===== config.mk =====
export PLATFORM = sky130hd
export DESIGN_NAME = mh_final_builder
export DESIGN_NICKNAME = d
export VERILOG_FILES = /design/src/rtl/mh_pkg.sv /design/src/rtl/mh_word_pick.sv /design/src/rtl/mh_pad_word.sv /design/src/rtl/mh_seq.sv /design/src/rtl/mh_final_builder.sv
export SDC_FILE = /design/constraint.sdc
export NUM_CORES = 2
export LEC_CHECK = 0
export ABC_CLOCK_PERIOD_IN_PS = 2800
export BUFFER_PORTS_ARGS = -buffer_cell sky130_fd_sc_hd__buf_2
export CELL_PAD_IN_SITES_DETAIL_PLACEMENT = 1
export CELL_PAD_IN_SITES_GLOBAL_PLACEMENT = 2
export CORE_AREA = 5 5 415 417
export CTS_BUF_LIST = sky130_fd_sc_hd__clkbuf_16
export CTS_CLUSTER_DIAMETER = 150
export DETAILED_ROUTE_END_ITERATION = 16
export DIE_AREA = 0 0 420 422
export PLACE_DENSITY_LB_ADDON = 0.1
export SLEW_MARGIN = 30
export SYNTH_ARGS = -nofsm -noshare
export SYNTH_HDL_FRONTEND = slang
export SYNTH_HIERARCHICAL = 1
export SYNTH_SLANG_ARGS = --single-unit

===== constraint.sdc =====
create_clock -name clk -period 2.8 [get_ports clk]
set_input_delay 0.56 -clock clk [delete_from_list [all_inputs] [get_ports clk]]
set_output_delay 0.56 -clock clk [all_outputs]
set_load 0.01 [all_outputs]

===== src/rtl/mh_pkg.sv =====
package mh_pkg;

  typedef enum logic [1:0] {
    PH_IDLE = 2'd0,
    PH_DATA = 2'd1,
    PH_PAD  = 2'd2
  } mh_phase_e;

  // Smallest multiple of blk bytes holding msg bytes, one marker byte and
  // a len-byte length field.
  function automatic int padded_bytes(input int msg, input int len, input int blk);
    return ((msg + 1 + len + blk - 1) / blk) * blk;
  endfunction

endpackage


===== src/rtl/mh_word_pick.sv =====
module mh_word_pick #(
  parameter int LANES  = 4,
  parameter int DWORDS = 8,
  parameter int WBITS  = 32,
  localparam int DBITS = DWORDS * WBITS,
  localparam int LW    = (LANES > 1) ? $clog2(LANES) : 1,
  localparam int WW    = (DWORDS > 1) ? $clog2(DWORDS) : 1
) (
  input  logic [LANES*DBITS-1:0] store_i,
  input  logic [LW-1:0]          lane_i,
  input  logic [WW-1:0]          wrd_i,
  output logic [WBITS-1:0]       word_o
);

  logic [WBITS-1:0] grid [LANES][DWORDS];

  for (genvar l = 0; l < LANES; l++) begin : g_lane
    for (genvar w = 0; w < DWORDS; w++) begin : g_word
      assign grid[l][w] = store_i[l*DBITS + (DWORDS-1-w)*WBITS +: WBITS];
    end
  end

  assign word_o = grid[lane_i][wrd_i];

endmodule


===== src/rtl/mh_pad_word.sv =====
module mh_pad_word #(
  parameter int WBITS     = 32,
  parameter int PAD_WORDS = 16,
  parameter int LEN_WORDS = 2,
  parameter int MSG_BITS  = 1024,
  localparam int PW       = (PAD_WORDS > 1) ? $clog2(PAD_WORDS) : 1,
  localparam int LEN_W    = LEN_WORDS * WBITS,
  localparam int LEN_AT   = PAD_WORDS - LEN_WORDS
) (
  input  logic [PW-1:0]    pidx_i,
  output logic [WBITS-1:0] word_o
);

  localparam logic [LEN_W-1:0]  LEN_VAL = LEN_W'(MSG_BITS);
  localparam logic [WBITS-1:0]  MARK    = {8'h80, {(WBITS-8){1'b0}}};

  always_comb begin
    int k;
    k      = int'(pidx_i);
    word_o = '0;
    if (k == 0) begin
      word_o = MARK;
    end else if (k >= LEN_AT) begin
      word_o = LEN_VAL[(LEN_WORDS-1-(k-LEN_AT))*WBITS +: WBITS];
    end
  end

endmodule


===== src/rtl/mh_seq.sv =====
module mh_seq
  import mh_pkg::*;
#(
  parameter int LANES     = 4,
  parameter int DWORDS    = 8,
  parameter int PAD_WORDS = 16,
  parameter int BLK_WORDS = 16,
  parameter int NBLK      = 3,
  localparam int LW  = (LANES > 1) ? $clog2(LANES) : 1,
  localparam int WW  = (DWORDS > 1) ? $clog2(DWORDS) : 1,
  localparam int PW  = (PAD_WORDS > 1) ? $clog2(PAD_WORDS) : 1,
  localparam int BWW = (BLK_WORDS > 1) ? $clog2(BLK_WORDS) : 1,
  localparam int BKW = (NBLK > 1) ? $clog2(NBLK) : 1
) (
  input  logic      clk,
  input  logic      rst_n,
  input  logic      go_i,
  input  logic      adv_i,
  output mh_phase_e phase_o,
  output logic [LW-1:0] lane_o,
  output logic [WW-1:0] wrd_o,
  output logic [PW-1:0] pidx_o,
  output logic      blk_end_o,
  output logic      final_o
);

  mh_phase_e        phase_q;
  logic [LW-1:0]    lane_q;
  logic [WW-1:0]    wrd_q;
  logic [PW-1:0]    pidx_q;
  logic [BWW-1:0]   bw_q;
  logic [BKW-1:0]   blk_q;

  logic lane_wrap, wrd_wrap, pad_done, bw_wrap;

  assign lane_wrap = (lane_q == LW'(LANES-1));
  assign wrd_wrap  = (wrd_q  == WW'(DWORDS-1));
  assign pad_done  = (pidx_q == PW'(PAD_WORDS-1));
  assign bw_wrap   = (bw_q   == BWW'(BLK_WORDS-1));

  always_ff @(posedge clk or negedge rst_n) begin
    if (!rst_n) begin
      phase_q <= PH_IDLE;
      lane_q  <= '0;
      wrd_q   <= '0;
      pidx_q  <= '0;
      bw_q    <= '0;
      blk_q   <= '0;
    end else if (phase_q == PH_IDLE) begin
      if (go_i) begin
        phase_q <= PH_DATA;
        lane_q  <= '0;
        wrd_q   <= '0;
        pidx_q  <= '0;
        bw_q    <= '0;
        blk_q   <= '0;
      end
    end else if (adv_i) begin
      bw_q <= bw_wrap ? '0 : bw_q + 1'b1;
      if (bw_wrap) blk_q <= blk_q + 1'b1;
      if (phase_q == PH_DATA) begin
        if (lane_wrap) begin
          lane_q <= '0;
          if (wrd_wrap) phase_q <= PH_PAD;
          else          wrd_q   <= wrd_q + 1'b1;
        end else begin
          lane_q <= lane_q + 1'b1;
        end
      end else begin
        if (pad_done) phase_q <= PH_IDLE;
        else          pidx_q  <= pidx_q + 1'b1;
      end
    end
  end

  assign phase_o   = phase_q;
  assign lane_o    = lane_q;
  assign wrd_o     = wrd_q;
  assign pidx_o    = pidx_q;
  assign blk_end_o = bw_wrap;
  assign final_o   = (blk_q == BKW'(NBLK-1));

endmodule


===== src/rtl/mh_final_builder.sv =====
module mh_final_builder
  import mh_pkg::*;
#(
  parameter int LANES      = 4,
  parameter int DIG_BYTES  = 32,
  parameter int WORD_BYTES = 4,
  parameter int BLK_BYTES  = 64,
  parameter int LEN_BYTES  = 8,
  localparam int WBITS     = WORD_BYTES * 8,
  localparam int DBITS     = DIG_BYTES * 8,
  localparam int DWORDS    = DIG_BYTES / WORD_BYTES,
  localparam int MSG_BYTES = LANES * DIG_BYTES,
  localparam int MSG_WORDS = MSG_BYTES / WORD_BYTES,
  localparam int TOT_BYTES = padded_bytes(MSG_BYTES, LEN_BYTES, BLK_BYTES),
  localparam int TOT_WORDS = TOT_BYTES / WORD_BYTES,
  localparam int PAD_WORDS = TOT_WORDS - MSG_WORDS,
  localparam int LEN_WORDS = LEN_BYTES / WORD_BYTES,
  localparam int BLK_WORDS = BLK_BYTES / WORD_BYTES,
  localparam int NBLK      = TOT_BYTES / BLK_BYTES,
  localparam int LW        = (LANES > 1) ? $clog2(LANES) : 1,
  localparam int WW        = (DWORDS > 1) ? $clog2(DWORDS) : 1,
  localparam int PW        = (PAD_WORDS > 1) ? $clog2(PAD_WORDS) : 1
) (
  input  logic                   clk,
  input  logic                   rst_n,
  input  logic                   start_i,
  input  logic [LANES-1:0]       dig_vld_i,
  input  logic [LANES*DBITS-1:0] dig_i,
  output logic                   out_vld,
  input  logic                   out_rdy,
  output logic [WBITS-1:0]       out_data,
  output logic                   out_blk_end,
  output logic                   out_final_blk
);

  mh_phase_e              phase;
  logic [LW-1:0]          lane;
  logic [WW-1:0]          wrd;
  logic [PW-1:0]          pidx;
  logic                   blk_end, final_blk, busy, go, adv;
  logic [LANES*DBITS-1:0] store_q;
  logic [WBITS-1:0]       dat_word, pad_word;

  assign busy = (phase != PH_IDLE);
  assign go   = start_i & (&dig_vld_i) & ~busy;
  assign adv  = busy & out_rdy;

  always_ff @(posedge clk or negedge rst_n) begin
    if (!rst_n)  store_q <= '0;
    else if (go) store_q <= dig_i;
  end

  mh_seq #(
    .LANES(LANES), .DWORDS(DWORDS), .PAD_WORDS(PAD_WORDS),
    .BLK_WORDS(BLK_WORDS), .NBLK(NBLK)
  ) u_seq (
    .clk(clk), .rst_n(rst_n), .go_i(go), .adv_i(adv),
    .phase_o(phase), .lane_o(lane), .wrd_o(wrd), .pidx_o(pidx),
    .blk_end_o(blk_end), .final_o(final_blk)
  );

  mh_word_pick #(
    .LANES(LANES), .DWORDS(DWORDS), .WBITS(WBITS)
  ) u_pick (
    .store_i(store_q), .lane_i(lane), .wrd_i(wrd), .word_o(dat_word)
  );

  mh_pad_word #(
    .WBITS(WBITS), .PAD_WORDS(PAD_WORDS), .LEN_WORDS(LEN_WORDS),
    .MSG_BITS(MSG_BYTES * 8)
  ) u_pad (
    .pidx_i(pidx), .word_o(pad_word)
  );

  assign out_vld       = busy;
  assign out_data      = (phase == PH_DATA) ? dat_word : pad_word;
  assign out_blk_end   = busy & blk_end;
  assign out_final_blk = busy & final_blk;

endmodule


=== Word-level counts from Yosys, hierarchy flattened ===
Index checks and enable logic that the tools add are counted.

* Bits in registers: 1041
* Input bits: 1032
* Output and inout port bits: 35
* Logic and storage cells: 91

* Add/sub/neg operators: 7
* $lt $le $gt $ge: 3
* Equal/unequal tests: 12
* Shift-type cells: 1
* Muxes and demuxes: 38
* Bitwise logic cells: 8
* Reductions and logical operators: 15

{| class="wikitable"
|+ Operator list
! kind !! number
|-
| 256-bit binary-select mux with 2-bit select || 1
|-
| 256-bit 2-to-1 mux || 2
|-
| 32-bit 2-to-1 mux || 5
|-
| 32-bit binary-select mux with 3-bit select || 1
|-
| 64-bit by 32-bit indexed part select with 32-bit output, first input constant || 1
|-
| 4-bit 2-to-1 mux || 8
|-
| 2-bit 2-to-1 mux || 15
|-
| 2-bit by 27-bit subtractor with 27-bit output, first input constant || 1
|-
| 3-bit 2-to-1 mux || 6
|-
| 5-bit AND reduction || 2
|-
| 2-bit nonzero test || 5
|-
| 4-bit by 1-bit adder with 4-bit output, second input constant || 2
|-
| 4-bit equality test, second input constant || 2
|-
| 4-bit greater-or-equal comparator, second input constant || 2
|-
| 4-bit AND reduction || 2
|-
| 2-bit != test, second input constant || 3
|-
| 3-bit by 1-bit != test with 1-bit output, second input constant || 2
|-
| 3-bit AND reduction || 2
|-
| 1-bit AND || 5
|-
| 4-bit by 4-bit subtractor with 5-bit output, second input constant || 1
|-
| 2-bit by 1-bit adder with 2-bit output, second input constant || 2
|-
| 2-bit equality test, second input constant || 2
|-
| 4-bit zero test || 1
|-
| 3-bit inverter with 4-bit output || 1
|-
| 10 further kinds || 10
|}

=== Longest topological paths before layout ===
* Depth after elaboration: 8
* Mapped depth: 9
* Gate-level depth less buffers: 6

=== By module ===
The synthesis kept the hierarchy.

{| class="wikitable"
|+ By module, submodules not included
! module !! instances !! cells an instance !! area an instance (um2)
|-
| mh_final_builder || 1 || 2207 || 38505.7
|-
| mh_word_pick || 1 || 1158 || 8887.3
|-
| mh_seq || 1 || 94 || 972.2
|-
| mh_pad_word || 1 || 35 || 264.0
|}

=== Least setup slack after synthesis ===
Ideal clock, no wire load.

* Path kind: register to output
* Start point: register u_seq.lane_q[0], in the netlist u_seq/lane_o[0]
* End point: output out_data[2]
* Data arrival time: 1.772 ns
* Setup slack: 0.468 ns
* Stages on the path, launching flop included: 9
* Buffers on the path: 2
* Cell sequence: dfrtp_1 nor2_1 buf_2 clkbuf_1 a22o_1 nor3_1 a31oi_1 nand3_1 mux2_1

* Longest elaborated chain between the ends: 8

{| class="wikitable"
|+ Ends and longest elaborated chain
! element !! RTL line !! text
|-
| start: declaration || mh_seq.sv:28 || <nowiki>logic [LW-1:0] lane_q;</nowiki>
|-
| start signal: assignment || mh_seq.sv:67 || <nowiki>lane_q <= lane_q + 1'b1;</nowiki>
|-
| 2-bit inverter with 3-bit output (not written as such) || mh_word_pick.sv:23 || <nowiki>assign word_o = grid[lane_i][wrd_i];</nowiki>
|-
| 256-bit binary-select mux with 2-bit select || mh_word_pick.sv:23 ||
|-
| 256-bit 2-to-1 mux (not written as such) (2 in series) || mh_word_pick.sv:23 ||
|-
| 32-bit binary-select mux with 3-bit select || mh_word_pick.sv:23 ||
|-
| 32-bit 2-to-1 mux (not written as such) (2 in series) || mh_word_pick.sv:23 ||
|-
| named net dat_word[2] || mh_final_builder.sv:42 || <nowiki>logic [WBITS-1:0] dat_word, pad_word;</nowiki>
|-
| 32-bit 2-to-1 mux || mh_final_builder.sv:76 || <nowiki>assign out_data = (phase == PH_DATA) ? dat_word : pad_word;</nowiki>
|-
| end: declaration || mh_final_builder.sv:31 || <nowiki>output logic [WBITS-1:0] out_data,</nowiki>
|}

The timed path passes the listed nets, and every way through them passes these cells. The select of a mux whose other input is x is not followed.

=== Worst setup path in the final report ===
* Start point: register u_seq.lane_q[1], in the netlist u_seq/lane_o[1]
* End point: output out_data[6]

Same word-level chain as after synthesis.

==> summary.md <==
| Metric | Value |
|---|---|
| Status | finished, violations left |
| Violated checks | setup timing |
| Number of synthesized flops with an enable pin | 0 |
| Worst slew margin | 0.5842 |
| Layout area overhead | 38.59% |
| Crit path buf inv count | 6 |
| Final wirelength | 217800 um |
| Final Max Slew Viols | 0 |
| CP arrival | 3.13 ns |
| Finished Cell Area | 67400 um2 |
| Vias/cell | 4.889 |
| Layout cells sized above 1 | 0.5466 |
| Pint | 43.37 mW |
| Die height | 422 um |
| Vias in the first global route | 38665 |
| Overflow after GRT | 0 |
| Crit end category | output pin |
| Reg area | 26050 um2 |
| Worst-skew pair later-pin latency | 0.74 ns |
| Post-Place Cells | 6839 |
| Dpl cell area | 58670 um2 |
| Place WS | -0.8115 ns |
| CP cell instances | buf_16, buf_8, buf_12, buf_4, mux2i_2, a22o_1, nor3_1, buf_4, a31oi_1, nand3_1, mux2_4, buf_2 |
| Worst-Margin Slew | 0.6186 ns |
| Crit path max-delay cell type | dfrtp_4 |
| Mean post-synth cell area | 13.92 um2 |
| Multi-input gate area | 22480 um2 |
| PortBufs | 1066 |
| Async set or reset register ratio after synthesis | 1.000 |
| CTS Buf Count | 134 |
| Largest cells by area after synthesis | dfrtp_1 (54%), mux2_2 (20%), mux2i_1 (11%), mux2_1 (4.7%), buf_4 (2.1%) |
| FP Rows | 151 |
| GP Congestion | 0.7956 |
| CTS tree | done |
| Net Switching | 22.69 mW |
| Sink Count | 1041 |
| Deepest clock path buffer count | 3 |
| Fmax | 270.9 MHz |
| Final critical-path required period | 3.692 ns |
| Root buffer cell | clkbuf_16 |
| Sequential area share after synthesis | 0.5357 |
| Detailed Place HPWL | 168600 um |
| 1st-iter DRT viols | 1959 |
| CTS H-Tree Depth | 4 |
| Unique masters post-synth | 47 |
| Final Util | 0.4004 |
| Final setup margin | -0.8916 ns |
| Min Hold Slack | 0.05732 ns |
| #FFs+latches synth | 1041 |
| Post-DRT Antenna Nets | 0 |
| Grt met2 use | 0.4248 |
| Die W | 420 um |
| Unrepaired setup endpoints after global routing | true |
| Max IR drop VDD | 0.5066 mV |
| Routed vias | 35559 |
| Initial antenna violation count | 137 |
| Final #Nets | 5957 |
| GRT Util Overall | 0.2385 |
| Crit-path leading delay family | buffers and inverters |
| Worst path max stage delay | 0.54 ns |
| Worst Path Max Fanout | 8 |
| M1 GR Usage | 0.2964 |
| Switching Share | 0.3435 |
| Largest net degree at the start of global routing | 91 |
| Global-route wire length before repair | 300900 um |
| # fillers | 17668 |
| Max-cap violations | 0 |
| Clock power share | 0.254 |
| Synth Instances | 3494 |
| Clock-pin slew on the worst setup and hold paths | 0.06 ns |
| Clk_skew | 0.02400 ns |
| Sum Neg Setup Slack | -25.81 ns |
| Critical path type | flop to output pin |
| Share of the synthesized area in the top cell type | 0.5357 |
| Dominant cell type by area after synthesis | dfrtp_1 |
| Number of hold violations in the final report | 0 |
| DRC | 0 |
| Top FF cell, synth | dfrtp_1 |
| Starting Density | 0.2889 |
| Sequential power share | 0.343 |
| Combinational power share | 0.403 |
| TritonRoute pass-1 iters | 4 |
| Most Used Layer, Global Route | met2 |
| Routed WL per cell | 29.95 um |
| Most frequent CP cell | buf_4 |
| Die area | 177200 um2 |
| Pwr Total | 66.07 mW |
| Leakage power | 30.81 nW |
| Grt met3 use | 0.03894 |
| Final setup violation count | 32 |
| Critical Path Source Type | flop |
| Hold WC Path Type | input port to flop |
| Power per cell area | 980.3 nW/um2 |
| Final Non-Filler Cells | 7273 |
| Fin crit share | 1.318 |
| Syn. warnings | 6 |
| Post-synth design cell area | 48630 um2 |
| CP required | 2.24 ns |
| Core ar. | 168300 um2 |
| Ports | 1067 |
placed cells by master (no fill, tap or decap), types with 90 or more instances in the layout:
master     Yosys  layout
dfrtp_1     1041    1040
buf_2         44    1036
mux2_1       202     200
a21oi_1      100      90
buf_4        137     186
mux2i_1      515     429
mux2_2       857     828
nand2_1      104     101
clkbuf_16      0     149
buf_12         0     130
cells by family (layout without fill, tap and decap cells):
family	Yosys count	in the layout	synth area share
buffers and inverters	285	1784	0.04065
adder cells (fa/ha/maj)	7	7	0.001801
other	1	63	0.00007711
flip-flops	1041	1041	0.5357
multiplexers	1574	1574	0.3512
AO/OA/AOI/OAI	312	312	0.04384
AND/OR/NAND/NOR	274	274	0.02671
per-layer routing:
layer	wire length [um]	share of wire
met1	90130	0.41
met2	111000	0.51
met3	8628	0.040
met4	7898	0.036
met5	162	0.00074
sequential cells by signal, summed over array words and instances (netlist names):
name and flops:
u_seq/phase_o 2, store_q 1024, u_seq/blk_q 2, u_seq/wrd_o 3, u_seq/lane_o 2, u_seq/bw_q 4
u_seq/pidx_o 4
worst register-to-register path: cells and delay by family, from the launching register on:
kind / cells / cell delay, ns
buf+inv: 3 / 0.75
flops: 1 / 0.48
mux: 1 / 0.43
simple gates: 1 / 0.61
path summary, 6_finish.rpt:
check,from,end,slack (ns),cells after the start
max reg2reg,u_seq/phase_o[1],store_q[37],0.41,5
max,u_seq/lane_o[1],out_data[6],-0.89,12
min in group asynchronous,rst_n,store_q[905],0.37,2
max in group asynchronous,rst_n,store_q[37],1.35,3
min,dig_i[799],store_q[799],0.06,2
min reg2reg,store_q[940],store_q[940],0.48,1
cell usage after synthesis (2+ instances only):
library cell and instances:
a21oi_1 100, a22o_1 67, a22oi_1 97, a31oi_1 33
and2_0 2, and3_1 4, buf_1 6, buf_2 44
buf_4 137, buf_6 44, clkbuf_1 44, clkbuf_4 2
dfrtp_1 1041, ha_1 7, inv_1 8, mux2_1 202
mux2_2 857, mux2i_1 515, nand2_1 104, nand2b_1 4
nand3_1 100, nand4_1 4, nand4b_1 2, nor2_1 5
nor2b_1 6, nor3_1 33, nor4_1 2, o21a_1 2
o21ai_0 4
repair_timing:
item | 4_1_cts | 5_1_grt
hold buffers | 77 | 0
endpoints found under the setup margin | 32 | 33
pin swaps | 79 | 71
gates resized for setup | 338 | 155
buffers inserted | 60 | 25
cloned | 15 | 8
hold endpoints to repair | 86 | 0
power groups by stage:
stage	clock network (mW)	logic, mW	registers, mW
floorplan	0	12.1	21.5
global placement	0	21.3	22.6
detailed placement	0	21.6	22.7
CTS	17.3	25.4	22.6
global route	17.9	28.1	23.2
finish	16.8	26.6	22.7
cell type report:
type / instances / share of cell area
Clock inverter: 99 / 0.01016
Sequential cell: 1041 / 0.3866
Tap cell: 2218 / 0.04118
Clock buffer: 141 / 0.05235
Timing Repair Buffer: 1536 / 0.1745
Antenna cell: 33 / 0.001225
Multi-Input combinational cell: 2197 / 0.3336
Inverter: 8 / 0.0004456
Note: power is estimated with default switching activity, not from simulation.
